--- src/rtl/mbr_pkg.sv ---
package mbr_pkg;
  typedef enum logic [2:0] {
    ST_IDLE, ST_AHI, ST_GAP, ST_ALO, ST_HOLD, ST_LAT, ST_DATA, ST_RECOV
  } mbr_state_e;

  localparam logic [1:0] LEN_CONT = 2'd3;

  function automatic logic [7:0] len_words(input logic [1:0] code);
    return 8'd4 << code;
  endfunction
endpackage

--- src/rtl/mbr_wait_gate.sv ---
module mbr_wait_gate (
  input  logic clk_i,
  input  logic rst_ni,
  input  logic wait_i,
  input  logic pol_i,
  input  logic early_i,
  output logic stall_o
);
  logic act_now, act_q;

  assign act_now = pol_i ? wait_i : ~wait_i;

  always_ff @(posedge clk_i or negedge rst_ni)
    if (!rst_ni) act_q <= 1'b0;
    else         act_q <= act_now;

  // early mode: the level seen last cycle governs this cycle's word
  assign stall_o = early_i ? act_q : act_now;
endmodule

--- src/rtl/mbr_beat_counter.sv ---
module mbr_beat_counter #(
  parameter int BEAT_W = 5
) (
  input  logic       clk_i,
  input  logic       rst_ni,
  input  logic       load_i,
  input  logic [1:0] len_i,
  input  logic       beat_i,
  output logic       last_o,
  output logic       any_o
);
  import mbr_pkg::*;

  logic [BEAT_W-1:0] rem_q;
  logic              cont_q, any_q;

  always_ff @(posedge clk_i or negedge rst_ni) begin
    if (!rst_ni) begin
      rem_q  <= '0;
      cont_q <= 1'b0;
      any_q  <= 1'b0;
    end else if (load_i) begin
      rem_q  <= BEAT_W'(len_words(len_i));
      cont_q <= (len_i == LEN_CONT);
      any_q  <= 1'b0;
    end else if (beat_i) begin
      rem_q  <= rem_q - 1'b1;
      any_q  <= 1'b1;
    end
  end

  assign last_o = !cont_q && (rem_q == BEAT_W'(1));
  assign any_o  = any_q;
endmodule

--- src/rtl/mbr_abort_guard.sv ---
module mbr_abort_guard (
  input  logic clk_i,
  input  logic rst_ni,
  input  logic consume_i,
  input  logic rearm_i,
  output logic armed_o
);
  always_ff @(posedge clk_i or negedge rst_ni)
    if (!rst_ni)        armed_o <= 1'b1;
    else if (rearm_i)   armed_o <= 1'b1;
    else if (consume_i) armed_o <= 1'b0;
endmodule

--- src/rtl/mux_burst_reader.sv ---
module mux_burst_reader #(
  parameter int ADDR_W = 24,
  parameter int LAT_W  = 4,
  parameter int BEAT_W = 5
) (
  input  logic              clk_i,
  input  logic              rst_ni,
  input  logic              req_valid_i,
  output logic              req_ready_o,
  input  logic [ADDR_W-1:0] req_addr_i,
  input  logic [1:0]        req_len_i,
  input  logic              req_abort_i,
  input  logic [LAT_W-1:0]  cfg_latency_i,
  input  logic              cfg_wait_pol_i,
  input  logic              cfg_wait_early_i,
  output logic              flash_ce_n_o,
  output logic              flash_adv_n_o,
  output logic              flash_oe_n_o,
  output logic              flash_we_n_o,
  output logic [15:0]       ad_o,
  output logic              ad_oe_o,
  input  logic [15:0]       ad_i,
  input  logic              bus_wait_i,
  output logic [15:0]       rd_data_o,
  output logic              rd_valid_o,
  output logic              done_o
);
  import mbr_pkg::*;

  localparam int HI_W = ADDR_W - 16;
  localparam logic [LAT_W-1:0] LAT_MIN = LAT_W'(2);
  localparam logic [LAT_W-1:0] LAT_ONE = LAT_W'(1);

  mbr_state_e        state_q, state_d;
  logic [ADDR_W-1:0] addr_q;
  logic [LAT_W-1:0]  lat_q, cnt_q;
  logic              pol_q, early_q, rcnt_q;
  logic              stall, last, any, armed;
  logic              load, take, fin, consume, rearm;

  mbr_wait_gate u_wait (
    .clk_i, .rst_ni, .wait_i(bus_wait_i), .pol_i(pol_q), .early_i(early_q), .stall_o(stall)
  );

  mbr_beat_counter #(.BEAT_W(BEAT_W)) u_beats (
    .clk_i, .rst_ni, .load_i(load), .len_i(req_len_i), .beat_i(take),
    .last_o(last), .any_o(any)
  );

  mbr_abort_guard u_guard (
    .clk_i, .rst_ni, .consume_i(consume), .rearm_i(rearm), .armed_o(armed)
  );

  always_comb begin
    state_d = state_q;
    load = 1'b0; take = 1'b0; fin = 1'b0; consume = 1'b0; rearm = 1'b0;
    unique case (state_q)
      ST_IDLE:  if (req_valid_i) begin state_d = ST_AHI; load = 1'b1; end
      ST_AHI:   state_d = ST_GAP;
      ST_GAP:   state_d = ST_ALO;
      ST_ALO:   state_d = ST_HOLD;
      ST_HOLD, ST_LAT: begin
        if (req_abort_i && armed) begin
          state_d = ST_RECOV; fin = 1'b1; consume = 1'b1;
        end else if (cnt_q == LAT_ONE) state_d = ST_DATA;
        else                           state_d = ST_LAT;
      end
      ST_DATA: begin
        if (req_abort_i && (any || armed)) begin
          state_d = ST_RECOV; fin = 1'b1;
          rearm   = any;
          consume = !any;
        end else if (!stall) begin
          take = 1'b1;
          if (last) begin state_d = ST_RECOV; fin = 1'b1; rearm = 1'b1; end
        end
      end
      ST_RECOV: if (rcnt_q) state_d = ST_IDLE;
      default:  state_d = ST_IDLE;
    endcase
  end

  always_ff @(posedge clk_i or negedge rst_ni) begin
    if (!rst_ni) begin
      state_q    <= ST_IDLE;
      addr_q     <= '0;
      lat_q      <= LAT_MIN;
      pol_q      <= 1'b0;
      early_q    <= 1'b0;
      cnt_q      <= '0;
      rcnt_q     <= 1'b0;
      rd_data_o  <= '0;
      rd_valid_o <= 1'b0;
      done_o     <= 1'b0;
    end else begin
      state_q    <= state_d;
      rd_valid_o <= take;
      done_o     <= fin;
      rcnt_q     <= (state_q == ST_RECOV);
      if (take) rd_data_o <= ad_i;
      if (load) begin
        addr_q  <= req_addr_i;
        lat_q   <= (cfg_latency_i < LAT_MIN) ? LAT_MIN : cfg_latency_i;
        pol_q   <= cfg_wait_pol_i;
        early_q <= cfg_wait_early_i;
      end
      if (state_q == ST_ALO) cnt_q <= lat_q - LAT_ONE;
      else if ((state_q == ST_HOLD || state_q == ST_LAT) && cnt_q != LAT_ONE)
        cnt_q <= cnt_q - LAT_ONE;
    end
  end

  assign req_ready_o   = (state_q == ST_IDLE);
  assign flash_ce_n_o  = (state_q == ST_IDLE) || (state_q == ST_RECOV);
  assign flash_adv_n_o = !((state_q == ST_AHI) || (state_q == ST_ALO));
  assign flash_oe_n_o  = !((state_q == ST_LAT) || (state_q == ST_DATA));
  assign flash_we_n_o  = 1'b1;
  assign ad_oe_o       = (state_q == ST_AHI) || (state_q == ST_GAP) ||
                         (state_q == ST_ALO) || (state_q == ST_HOLD);
  assign ad_o = (state_q == ST_AHI || state_q == ST_GAP) ?
                16'(addr_q[ADDR_W-1:16]) : addr_q[15:0];

  if (HI_W > 16) begin : g_bad_width
    initial $error("ADDR_W upper part exceeds bus width");
  end
endmodule

--- config.mk ---
export PLATFORM = sky130hd
export DESIGN_NAME = mux_burst_reader
export DESIGN_NICKNAME = d
export VERILOG_FILES = /design/src/rtl/mbr_pkg.sv /design/src/rtl/mbr_wait_gate.sv /design/src/rtl/mbr_beat_counter.sv /design/src/rtl/mbr_abort_guard.sv /design/src/rtl/mux_burst_reader.sv
export SDC_FILE = /design/constraint.sdc
export NUM_CORES = 1
export LEC_CHECK = 0
export BUFFER_PORTS_ARGS = -buffer_cell sky130_fd_sc_hd__buf_4
export CORE_ASPECT_RATIO = 0.9
export CORE_UTILIZATION = 51
export DETAILED_ROUTE_END_ITERATION = 10
export GPL_TIMING_DRIVEN = 1
export PLACE_DENSITY_LB_ADDON = 0.15
export SLEW_MARGIN = 10
export SYNTH_ARGS = -nofsm -noshare
export SYNTH_HDL_FRONTEND = slang
export SYNTH_SLANG_ARGS = --single-unit
--- constraint.sdc ---
create_clock -name clk_i -period 2.02 [get_ports clk_i]
set_input_delay 0.202 -clock clk_i [delete_from_list [all_inputs] [get_ports clk_i]]
set_output_delay 0.202 -clock clk_i [all_outputs]
set_load 0.02 [all_outputs]
==> results of run 1 <==
[power by group through the flow]
stage	Combinational, W	Sequential, W	Clock, W
after floorplan	0.00188	0.00248	0
after global placement	0.00299	0.00236	0
after detailed placement	0.00305	0.00237	0
after CTS	0.00308	0.00236	0.00100
after global routing	0.00349	0.00243	0.00105
final	0.00319	0.00235	0.000972
[logic make-up (layout without fill, tap and decap cells)]
family | Yosys count | after routing
multiplexers | 25 | 25
adder cells (fa/ha/maj) | 5 | 5
AND/OR/NAND/NOR | 141 | 141
buffers and inverters | 26 | 134
other | 1 | 1
XOR/XNOR | 9 | 9
flip-flops | 65 | 65
AO/OA/AOI/OAI | 31 | 31
[synth_stat cells (all sizes together), types with 2 or more instances]
master,count
o211ai,2
nand3,6
dfstp,2
dfrtp,63
o311ai,2
nor4,2
nor2b,9
xor2,5
mux2,25
ha,5
nor2,9
o21ai,12
nand2b,2
buf,13
or2,2
a21oi,6
xnor2,4
nor3,4
nand2,99
and3b,2
a31oi,2
inv,9
clkbuf,4
o21a,2
[area by class of cell]
type	instances	share of cell area, %
repair buffers	109	20.3
flip-flops and latches	65	39.8
inverters	9	0.823
multi-input cells	212	32.7
clock inverters	3	0.366
clock buffers	13	3.87
well taps	70	2.13
[critical path: stages (launching register included)]
cell,delay (ps)
dfrtp_2,450
xnor2_2,150
nor2_2,140
buf_6,170
mux2_2,350
buf_4,160
[metal layers]
layer	global-route usage, %	up-vias	routed length (microns)
met2	32.5	92	2920
li1	-	1194	-
met4	7.24	0	63
met3	6.54	9	468
met5	0	-	0
met1	27.0	1128	2880
[state kept, by name, summed over array words and instances, names as in the netlist]
register         cells
addr_q              24
cnt_q                4
done_o               1
early_q              1
lat_q                4
pol_q                1
rcnt_q               1
rd_data_o           16
rd_valid_o           1
state_q              3
u_beats.any_o        1
u_beats.cont_q       1
u_beats.rem_q        5
u_guard.armed_o      1
u_wait.act_q         1
[final timing paths]
path                                    start                to  slack (ps)
worst max-delay path               state_q[1]           ad_o[6]          60
worst min-delay path            req_addr_i[4]         addr_q[4]          60
worst max register to register     state_q[1]  u_beats.rem_q[4]         210
worst min register to register     addr_q[11]        addr_q[11]         470
max in group asynchronous              rst_ni        state_q[1]         950
min in group asynchronous              rst_ni     rd_data_o[14]         490
[per-stage QoR]
step / setup TNS [ps] / area, sq um
finish: 0 / 4100
global route: -14.9 / 4100
CTS: 0 / 4040
detailed placement: 0 / 3850
global placement: 0 / 3850
floorplan: 0 / 3100
[timing repair]
action                                 in CTS  in global routing
endpoints found under the hold margin      43                  0
pin swaps                                   0                  1
hold buffers                                1                  0
resized for setup                           1                  3
setup endpoints to repair                   8                  8
setup buffers                               0                  6
gates cloned                                0                  1
==> summary.md, run 1 <==
| Metric | Value |
|---|---|
| Status | `complete, but fails checks` |
| Failing checks | `design-rule violations` |
| Critical Path RT | `1820 ps` |
| Area occupied by multi-input gates | `1340 sq um` |
| Seq cells post-synth | `65` |
| Full die area | `6390 sq um` |
| Hold Fails Final Rpt | `0` |
| Input/output buffers | `91` |
| FF-to-FF path depth | `7` |
| Max FO, Critical Path | `8` |
| Compound-cell area share of the yosys netlist | `6.86%` |
| Setup crit end kind | `output port` |
| Synth Instances | `303` |
| Pin count of the biggest net entering global routing | `66` |
| Slew @ Worst Pin | `795 ps` |
| Ys Warns | `0` |
| Post-synthesis simple-gate area fraction | `20.6%` |
| Site Rows | `26` |
| Initial Util | `53.8%` |
| Fillcell total | `439` |
| Routed WL per cell | `13.2 microns` |
| Num ports | `93` |
| Final WS setup | `63.4 ps` |
| Clk pwr share | `14.9%` |
| Post-Syn Nets | `361` |
| F_max | `0.511 GHz` |
| Max-cap violations | `0` |
| Hold WC Path Type | `input pin to register` |
| Int Pwr | `0.00403 W` |
| Max-slew headroom | `47.0%` |
| Antenna viol nets, final | `0` |
| Total vias in the final route | `2423` |
| Power share of the sequential group | `36.1%` |
| Die W | `84.2 microns` |
| Critical path arrival | `1750 ps` |
| Dpl ws | `236 ps` |
| Commonest non-fill, non-tap cell in the layout | `buf_4` |
| # nets final | `464` |
| Vias in the first global route | `2356` |
| Overflow after GRT | `0` |
| TritonCTS clock tree | `yes` |
| Final cell count without fillers | `481` |
| # DRC | `15` |
| First-pass GRT wire length | `10500 microns` |
| Comb pwr share | `49.0%` |
| Post-Synth Adder-Cell Area | `2.02%` |
| Hpwl dp | `4320 microns` |
| Area fraction of the dominant cell type after synthesis | `50.9%` |
| Final Skew | `7.94 ps` |
| Final Util | `71.3%` |
| Antenna violations before repair | `0` |
| TritonCTS buffer count | `9` |
| N_diodes | `0` |
| Total Power | `0.00652 W` |
| Clk Latency, worst-skew pair | `330 ps` |
| Main combinational cell family by area after synthesis | `simple AND/OR/NAND/NOR gates` |
| Hold depth | `3` |
| Clock Tree Buf Depth | `2` |
| Most common flop cell mapped by yosys | `dfrtp_1` |
| GRT Resource Usage Total | `20.7%` |
| Synth Area in XOR/XNOR | `2.54%` |
| Slew Limit Fails | `0` |
| Final Critical Period | `1960 ps` |
| Root buf cell | `clkbuf_8` |
| Net Sw Frac | `38.1%` |
| Clock sinks | `65` |
| Unique masters post-synth | `46` |
| Post-synthesis mux area share | `10.9%` |
| Initial DRC count | `158` |
| Synth async-reset ratio | `100%` |
| Sequential Area | `1630 sq um` |
| Routed WL | `6340 microns` |
| P&R area growth vs syn | `32.4%` |
| Placed cells | `457` |
| Syn Area/Cell | `10.2 sq um` |
| Post-Syn Area | `3100 sq um` |
| Peak VDD IR | `0.000788 V` |
| Final Wtd Congestion | `0.766` |
| Crit share post-route | `96.9%` |
| Commonest non-fill, non-tap cells in the layout | `buf_4 (105), nand2_1 (99), dfrtp_1 (61), mux2_4 (15), clkbuf_8 (11)` |
| Sw Pwr | `0.00248 W` |
| PwrDens | `1590 nW/um^2` |
| Post-synth top area cell | `dfrtp_1` |
| Die Height | `76.0 microns` |
| H-Tree Depth | `3` |
| Post-DR vias/cell | `5.04` |
| EDFF count, synth | `0` |
| Post-synthesis sequential area ratio | `52.6%` |
| CTS clk-pin slew, worst paths | `70 ps` |
| CP Class | `register to output port` |
| DRT Pass-1 Iters | `8` |
| Pleak | `2.15 nW` |
| Crit start category | `register` |
| Final setup fails | `0` |
| Core area | `5760 sq um` |
| Main area contributors after synthesis | `dfrtp_1 (51%), nand2_1 (12%), mux2_4 (7.3%)` |
| Share of cells above drive strength 1 | `39.4%` |
| Fin Hold WS | `62.2 ps` |
(Power assumes the default switching activity.)
==> run 2: changes to the inputs <==
--- a/config.mk
+++ b/config.mk
@@ -13,2 +13,3 @@
 export PLACE_DENSITY_LB_ADDON = 0.15
+export SETUP_SLACK_MARGIN = 0.15
 export SLEW_MARGIN = 10
==> constraint.sdc (replaced) <==
create_clock -name clk_i -period 2.02 [get_ports clk_i]
set_input_delay 0.404 -clock clk_i [delete_from_list [all_inputs] [get_ports clk_i]]
set_output_delay 0.404 -clock clk_i [all_outputs]
set_load 0.02 [all_outputs]
==> run 2 against run 1 <==
Net effect: the run ends with design-rule violations, negative setup slack left; sequential share of layout area is 1.9 points lower; largest cell class unchanged; via count is 1.0% lower; non-clock buffer count is 2 lower; first-iteration DRC count is 7.6% lower; highest routed layer unchanged; largest power group unchanged.
==> summary.md, run 2 (synthesis gave the netlist of run 1 again) <==
| Metric | Value |
|---|---|
| Hpwl dp | `4220 microns` |
| Placed cells | `455` |
| Input/output buffers | `91` |
| N_diodes | `0` |
| H-Tree Depth | `3` |
| First-pass GRT wire length | `10700 microns` |
| Die W | `84.2 microns` |
| Die Height | `76.0 microns` |
| Hold Fails Final Rpt | `0` |
| Max-cap violations | `0` |
| Flip-flop count of the largest register after layout | `24` |
| Pin count of the biggest net entering global routing | `37` |
| Final Skew | `5.78 ps` |
| Clock Tree Buf Depth | `2` |
| Routed WL per cell | `14.0 microns` |
| RSZ-0062 raised after global routing | `true` |
| Setup crit end kind | `output port` |
| Root buf cell | `clkbuf_8` |
| Routed WL | `6690 microns` |
| Share of cells above drive strength 1 | `40.0%` |
| Full die area | `6390 sq um` |
| # nets final | `462` |
| Max FO, Critical Path | `6` |
| Crit share post-route | `107%` |
| CP Class | `register to output port` |
| Crit start category | `register` |
| Biggest regs | `addr_q: 24 flops, rd_data_o: 16 flops, u_beats.rem_q: 5 flops` |
| F_max | `0.464 GHz` |
| Peak VDD IR | `0.000882 V` |
| Final WS setup | `-133 ps` |
| Final setup fails | `17` |
| Commonest non-fill, non-tap cell in the layout | `nand2_1` |
| Initial Util | `53.8%` |
| Hold WC Path Type | `input pin to register` |
| Status | `complete, but fails checks` |
| Total Power | `0.00699 W` |
| Total vias in the final route | `2398` |
| Final Critical Period | `2150 ps` |
| DRT Pass-1 Iters | `7` |
| Slew Limit Fails | `0` |
| Antenna viol nets, final | `0` |
| Commonest non-fill, non-tap cells in the layout | `nand2_1 (99), buf_4 (84), dfrtp_1 (63), mux2_4 (23), buf_6 (16)` |
| Critical path arrival | `1750 ps` |
| P&R area growth vs syn | `38.8%` |
| Num ports | `93` |
| Fin Hold WS | `250 ps` |
| Clk Latency, worst-skew pair | `340 ps` |
| Antenna violations before repair | `0` |
| PwrDens | `1620 nW/um^2` |
| Site Rows | `26` |
| TritonCTS buffer count | `9` |
| Critical Path RT | `1620 ps` |
| Final Util | `74.7%` |
| GRT Resource Usage Total | `21.7%` |
| Core area | `5760 sq um` |
| TritonCTS clock tree | `yes` |
| Pleak | `2.22 nW` |
| Dpl ws | `257 ps` |
| Post-DR vias/cell | `5.02` |
| Top reg by flops | `addr_q` |
| Overflow after GRT | `0` |
| Fillcell total | `414` |
| Final cell count without fillers | `478` |
| Final Wtd Congestion | `0.764` |
| Clock sinks | `65` |
| # DRC | `15` |
| Initial DRC count | `146` |
| CTS clk-pin slew, worst paths | `70 ps` |
| Vias in the first global route | `2330` |
| Failing checks | `design-rule violations, negative setup slack` |
-- run 2: cell types whose count changed in the layout (fill, tap and decap cells not counted), sizes merged --
| cell | change |
|---|---|
| bufinv | +1 |
| buf | -3 |
| clkinv | -1 |
-- run 2: repair_timing --
action | CTS | global route
pin swaps | 0 | 3
buffers inserted | 2 | 4
hold buffers | 1 | 0
endpoints found under the hold margin | 10 | 0
resized for setup | 0 | 37
cloned | 0 | 1
endpoints found under the setup margin | 18 | 20
-- run 2: through the flow --
step / setup TNS (ps) / instance area, sq um
4_1_cts: -681 / 4110
3_3_place_gp: 0 / 3890
5_1_grt: -2560 / 4300
2_1_floorplan: 0 / 3100
6_report: -1580 / 4300
3_5_place_dp: 0 / 3890
-- run 2: power breakdown --
| part | switching, W | internal (W) | leakage (nW) | total, W |
|---|---|---|---|---|
| clock network | 0.000478 | 0.000627 | 0.102 | 0.00111 |
| registers | 0.000421 | 0.00192 | 0.795 | 0.00235 |
| logic | 0.00169 | 0.00184 | 1.33 | 0.00354 |
| total | 0.00259 | 0.00440 | 2.22 | 0.00699 |
-- run 2: critical path, cell delays in order (launching register included) --
cell and delay [ps]:
dfrtp_1 420, xnor2_2 150, nor2_2 120, buf_6 140, buf_12 130, mux2_4 310, buf_6 130
-- run 2: area by class of cell --
type	count	area (sq um)	share of cell area, %
Sequential cell	65	1630	37.9
Timing Repair Buffer	107	946	22.0
Clock buffer	12	155	3.61
Tap cell	70	87.6	2.04
Clock inverter	3	40.0	0.931
Inverter	9	33.8	0.786
Multi-Input combinational cell	212	1410	32.8
-- run 2: per-layer routing --
layer	share of wire (%)	track usage, %	up-vias	wire [microns]
met1	45	27.6	1117	3030
met4	1.2	7.07	0	79
met5	0	0	-	0
met2	46	34.3	87	3090
met3	7.3	8.28	8	485
li1	-	-	1186	-
-- run 2: path summary, 6_finish.rpt --
path | start | end | slack [ps] | cells after the start
hold / removal | req_addr_i[21] | addr_q[21] | 250 | 3
setup reg to reg | state_q[1] | rd_data_o[15] | 230 | 6
max in group asynchronous | rst_ni | lat_q[1] | 880 | 3
min in group asynchronous | rst_ni | rd_data_o[12] | 550 | 2
setup / recovery | state_q[0] | ad_o[3] | -130 | 6
hold reg to reg | addr_q[8] | addr_q[8] | 470 | 2
==> run 3: changes to the inputs <==
- clock period: 2.02 -> 2.1 ns (I/O delays scaled with it)
==> run 3 against run 2 <==
Net effect: the flow still finishes with violations (design-rule violations, negative setup slack); largest cell class unchanged; non-clock buffer count decreased by 3; hold slack got worse by 91 ps; sequential power decreased by 4%; first-iteration DRC count decreased by 2.7%; sequential share of layout area increased by 0.55 points; die area unchanged; routed wire length decreased by 3.7%; critical endpoint unchanged; critical path type unchanged.
==> summary.md, run 3 (synthesis gave the netlist of run 1 again) <==
| Metric | Value |
|---|---|
| F_max | `0.468 GHz` |
| Final setup fails | `7` |
| Antenna viol nets, final | `0` |
| R2r startpoint | `state_q[0]` |
| DRT Pass-1 Iters | `7` |
| Antenna violations before repair | `0` |
| Crit share post-route | `102%` |
| Worst Setup EP | `ad_o[3]` |
| Die Height | `76.0 microns` |
| Pin count of the biggest net entering global routing | `66` |
| CP Class | `register to output port` |
| Hpwl dp | `4320 microns` |
| P&R area growth vs syn | `36.9%` |
| Flip-flop count of the largest register after layout | `24` |
| # DRC | `14` |
| Commonest non-fill, non-tap cell in the layout | `nand2_1` |
| Clk Latency, worst-skew pair | `340 ps` |
| Clock Tree Buf Depth | `2` |
| Final Skew | `7.91 ps` |
| # nets final | `459` |
| Net Sw Frac | `36.0%` |
| Setup_tns | `-163 ps` |
| Max-slew headroom | `46.6%` |
| Final Wtd Congestion | `0.824` |
| Initial Util | `53.8%` |
| Clk pwr share | `20.0%` |
| Fillcell total | `440` |
| Root buf cell | `clkbuf_8` |
| GRT Resource Usage Total | `21.3%` |
| Comb pwr share | `46.7%` |
| Failing checks | `design-rule violations, negative setup slack` |
| TritonCTS buffer count | `9` |
| First-pass GRT wire length | `10500 microns` |
| Num ports | `93` |
| Placed cell area | `3860 sq um` |
| Reg2reg end | `rd_data_o[10]` |
| Fin Hold WS | `159 ps` |
| CTS clk-pin slew, worst paths | `70 ps` |
| Finished Cell Area | `4240 sq um` |
| Final WS setup | `-34.5 ps` |
| Clock sinks | `65` |
| Int Pwr | `0.00434 W` |
| Slew @ Worst Pin | `801 ps` |
| Site Rows | `26` |
| PwrDens | `1600 nW/um^2` |
| Hold WC Path Type | `input pin to async pin` |
| N_diodes | `0` |
| Input/output buffers | `91` |
| Final Critical Period | `2130 ps` |
| Overflow after GRT | `0` |
| TritonCTS clock tree | `yes` |
| Die W | `84.2 microns` |
| H-Tree Depth | `3` |
| Routed WL | `6440 microns` |
| Critical path arrival | `1710 ps` |
| Status | `complete, but fails checks` |
| RSZ-0062 raised after global routing | `true` |
| Max FO, Critical Path | `10` |
| Total vias in the final route | `2402` |
| Crit start category | `register` |
| Reg2Reg Setup Slack | `230 ps` |
| Share of cells above drive strength 1 | `41.1%` |
| Initial DRC count | `142` |
| FF-to-FF path depth | `6` |
| Peak VDD IR | `0.000792 V` |
| Vias in the first global route | `2240` |
| Biggest regs | `addr_q: 24 flops, rd_data_o: 16 flops, u_beats.rem_q: 5 flops` |
| Slew Limit Fails | `0` |
| Top reg by flops | `addr_q` |
| Total Power | `0.00679 W` |
| Critical Path RT | `1680 ps` |
| Sw Pwr | `0.00244 W` |
| Post-DR vias/cell | `5.05` |
| Power share of the sequential group | `33.3%` |
| Pleak | `2.19 nW` |
| Crit. Startpoint | `state_q[0]` |
| Max-cap violations | `0` |
| Routed WL per cell | `13.5 microns` |
| Full die area | `6390 sq um` |
| Commonest non-fill, non-tap cells in the layout | `nand2_1 (98), buf_4 (94), dfrtp_1 (62), mux2_4 (16), clkbuf_8 (12)` |
| Core area | `5760 sq um` |
| Setup crit end kind | `output port` |
| Hold Fails Final Rpt | `0` |
| Dpl ws | `260 ps` |
run 3: cell count changes in the layout (fill, tap and decap cells not counted), sizes merged:
cell | previous run | this run
clkinvlp | 0 | 1
clkbuf | 13 | 12
clkinv | 2 | 0
buf | 105 | 104
bufinv | 1 | 3
dlygate4sd3 | 1 | 0
run 3: worst min path at each step:
stage / from / to / slack, ps
3_3_place_gp: addr_q[8] / addr_q[8] / 450
4_1_cts: rst_ni / rd_data_o[14] / 190
5_1_grt: rst_ni / rd_data_o[14] / 240
2_1_floorplan: rst_ni / addr_q[0] / 120
6_report: rst_ni / rd_valid_o / 160
3_5_place_dp: addr_q[11] / addr_q[11] / 460
run 3: area by class of cell:
type	instances	area [sq um]	share of cell area, %
sequential	65	1630	38.4
clock buffer	12	165	3.89
clock inverter	4	97.6	2.30
multi-input combinational	212	1390	32.8
inverter	9	33.8	0.796
tap	70	87.6	2.06
timing repair buffer	104	836	19.7
run 3: per-layer routing:
metal | GRT usage (%) | share of wire, % | vias to the layer above
li1 | - | - | 1186
met1 | 27.1 | 46 | 1123
met2 | 34.4 | 46 | 81
met3 | 6.32 | 6.1 | 12
met4 | 7.76 | 1.6 | 0
met5 | 0 | 0 | -
run 3: per-stage QoR:
stage / util (%) / cells
6_report: 73.7 / 476
5_1_grt: 73.7 / 476
4_1_cts: 72.1 / 474
3_5_place_dp: 67.0 / 456
3_3_place_gp: 67.0 / 456
2_1_floorplan: - / 303
run 3: timing repair:
action | CTS | global route
gates cloned | 0 | 0
hold buffers | 0 | 0
buffers inserted | 2 | 2
setup endpoints to repair | 18 | 44
pin swaps | 0 | 1
gates resized for setup | 3 | 22
run 3: critical path, cell delays in order (launching register included):
cell and delay (ps):
dfrtp_1 430, xnor2_2 170, nor2_2 100, buf_6 170
mux2_2 360, buf_4 160
run 3: power by group through the flow:
stage	clock [W]	sequential [W]	combinational, W
after floorplan	0	0.00239	0.00181
after global placement	0	0.00224	0.00291
after detailed placement	0	0.00226	0.00297
after CTS	0.00138	0.00225	0.00304
after global routing	0.00144	0.00233	0.00344
final	0.00136	0.00226	0.00317
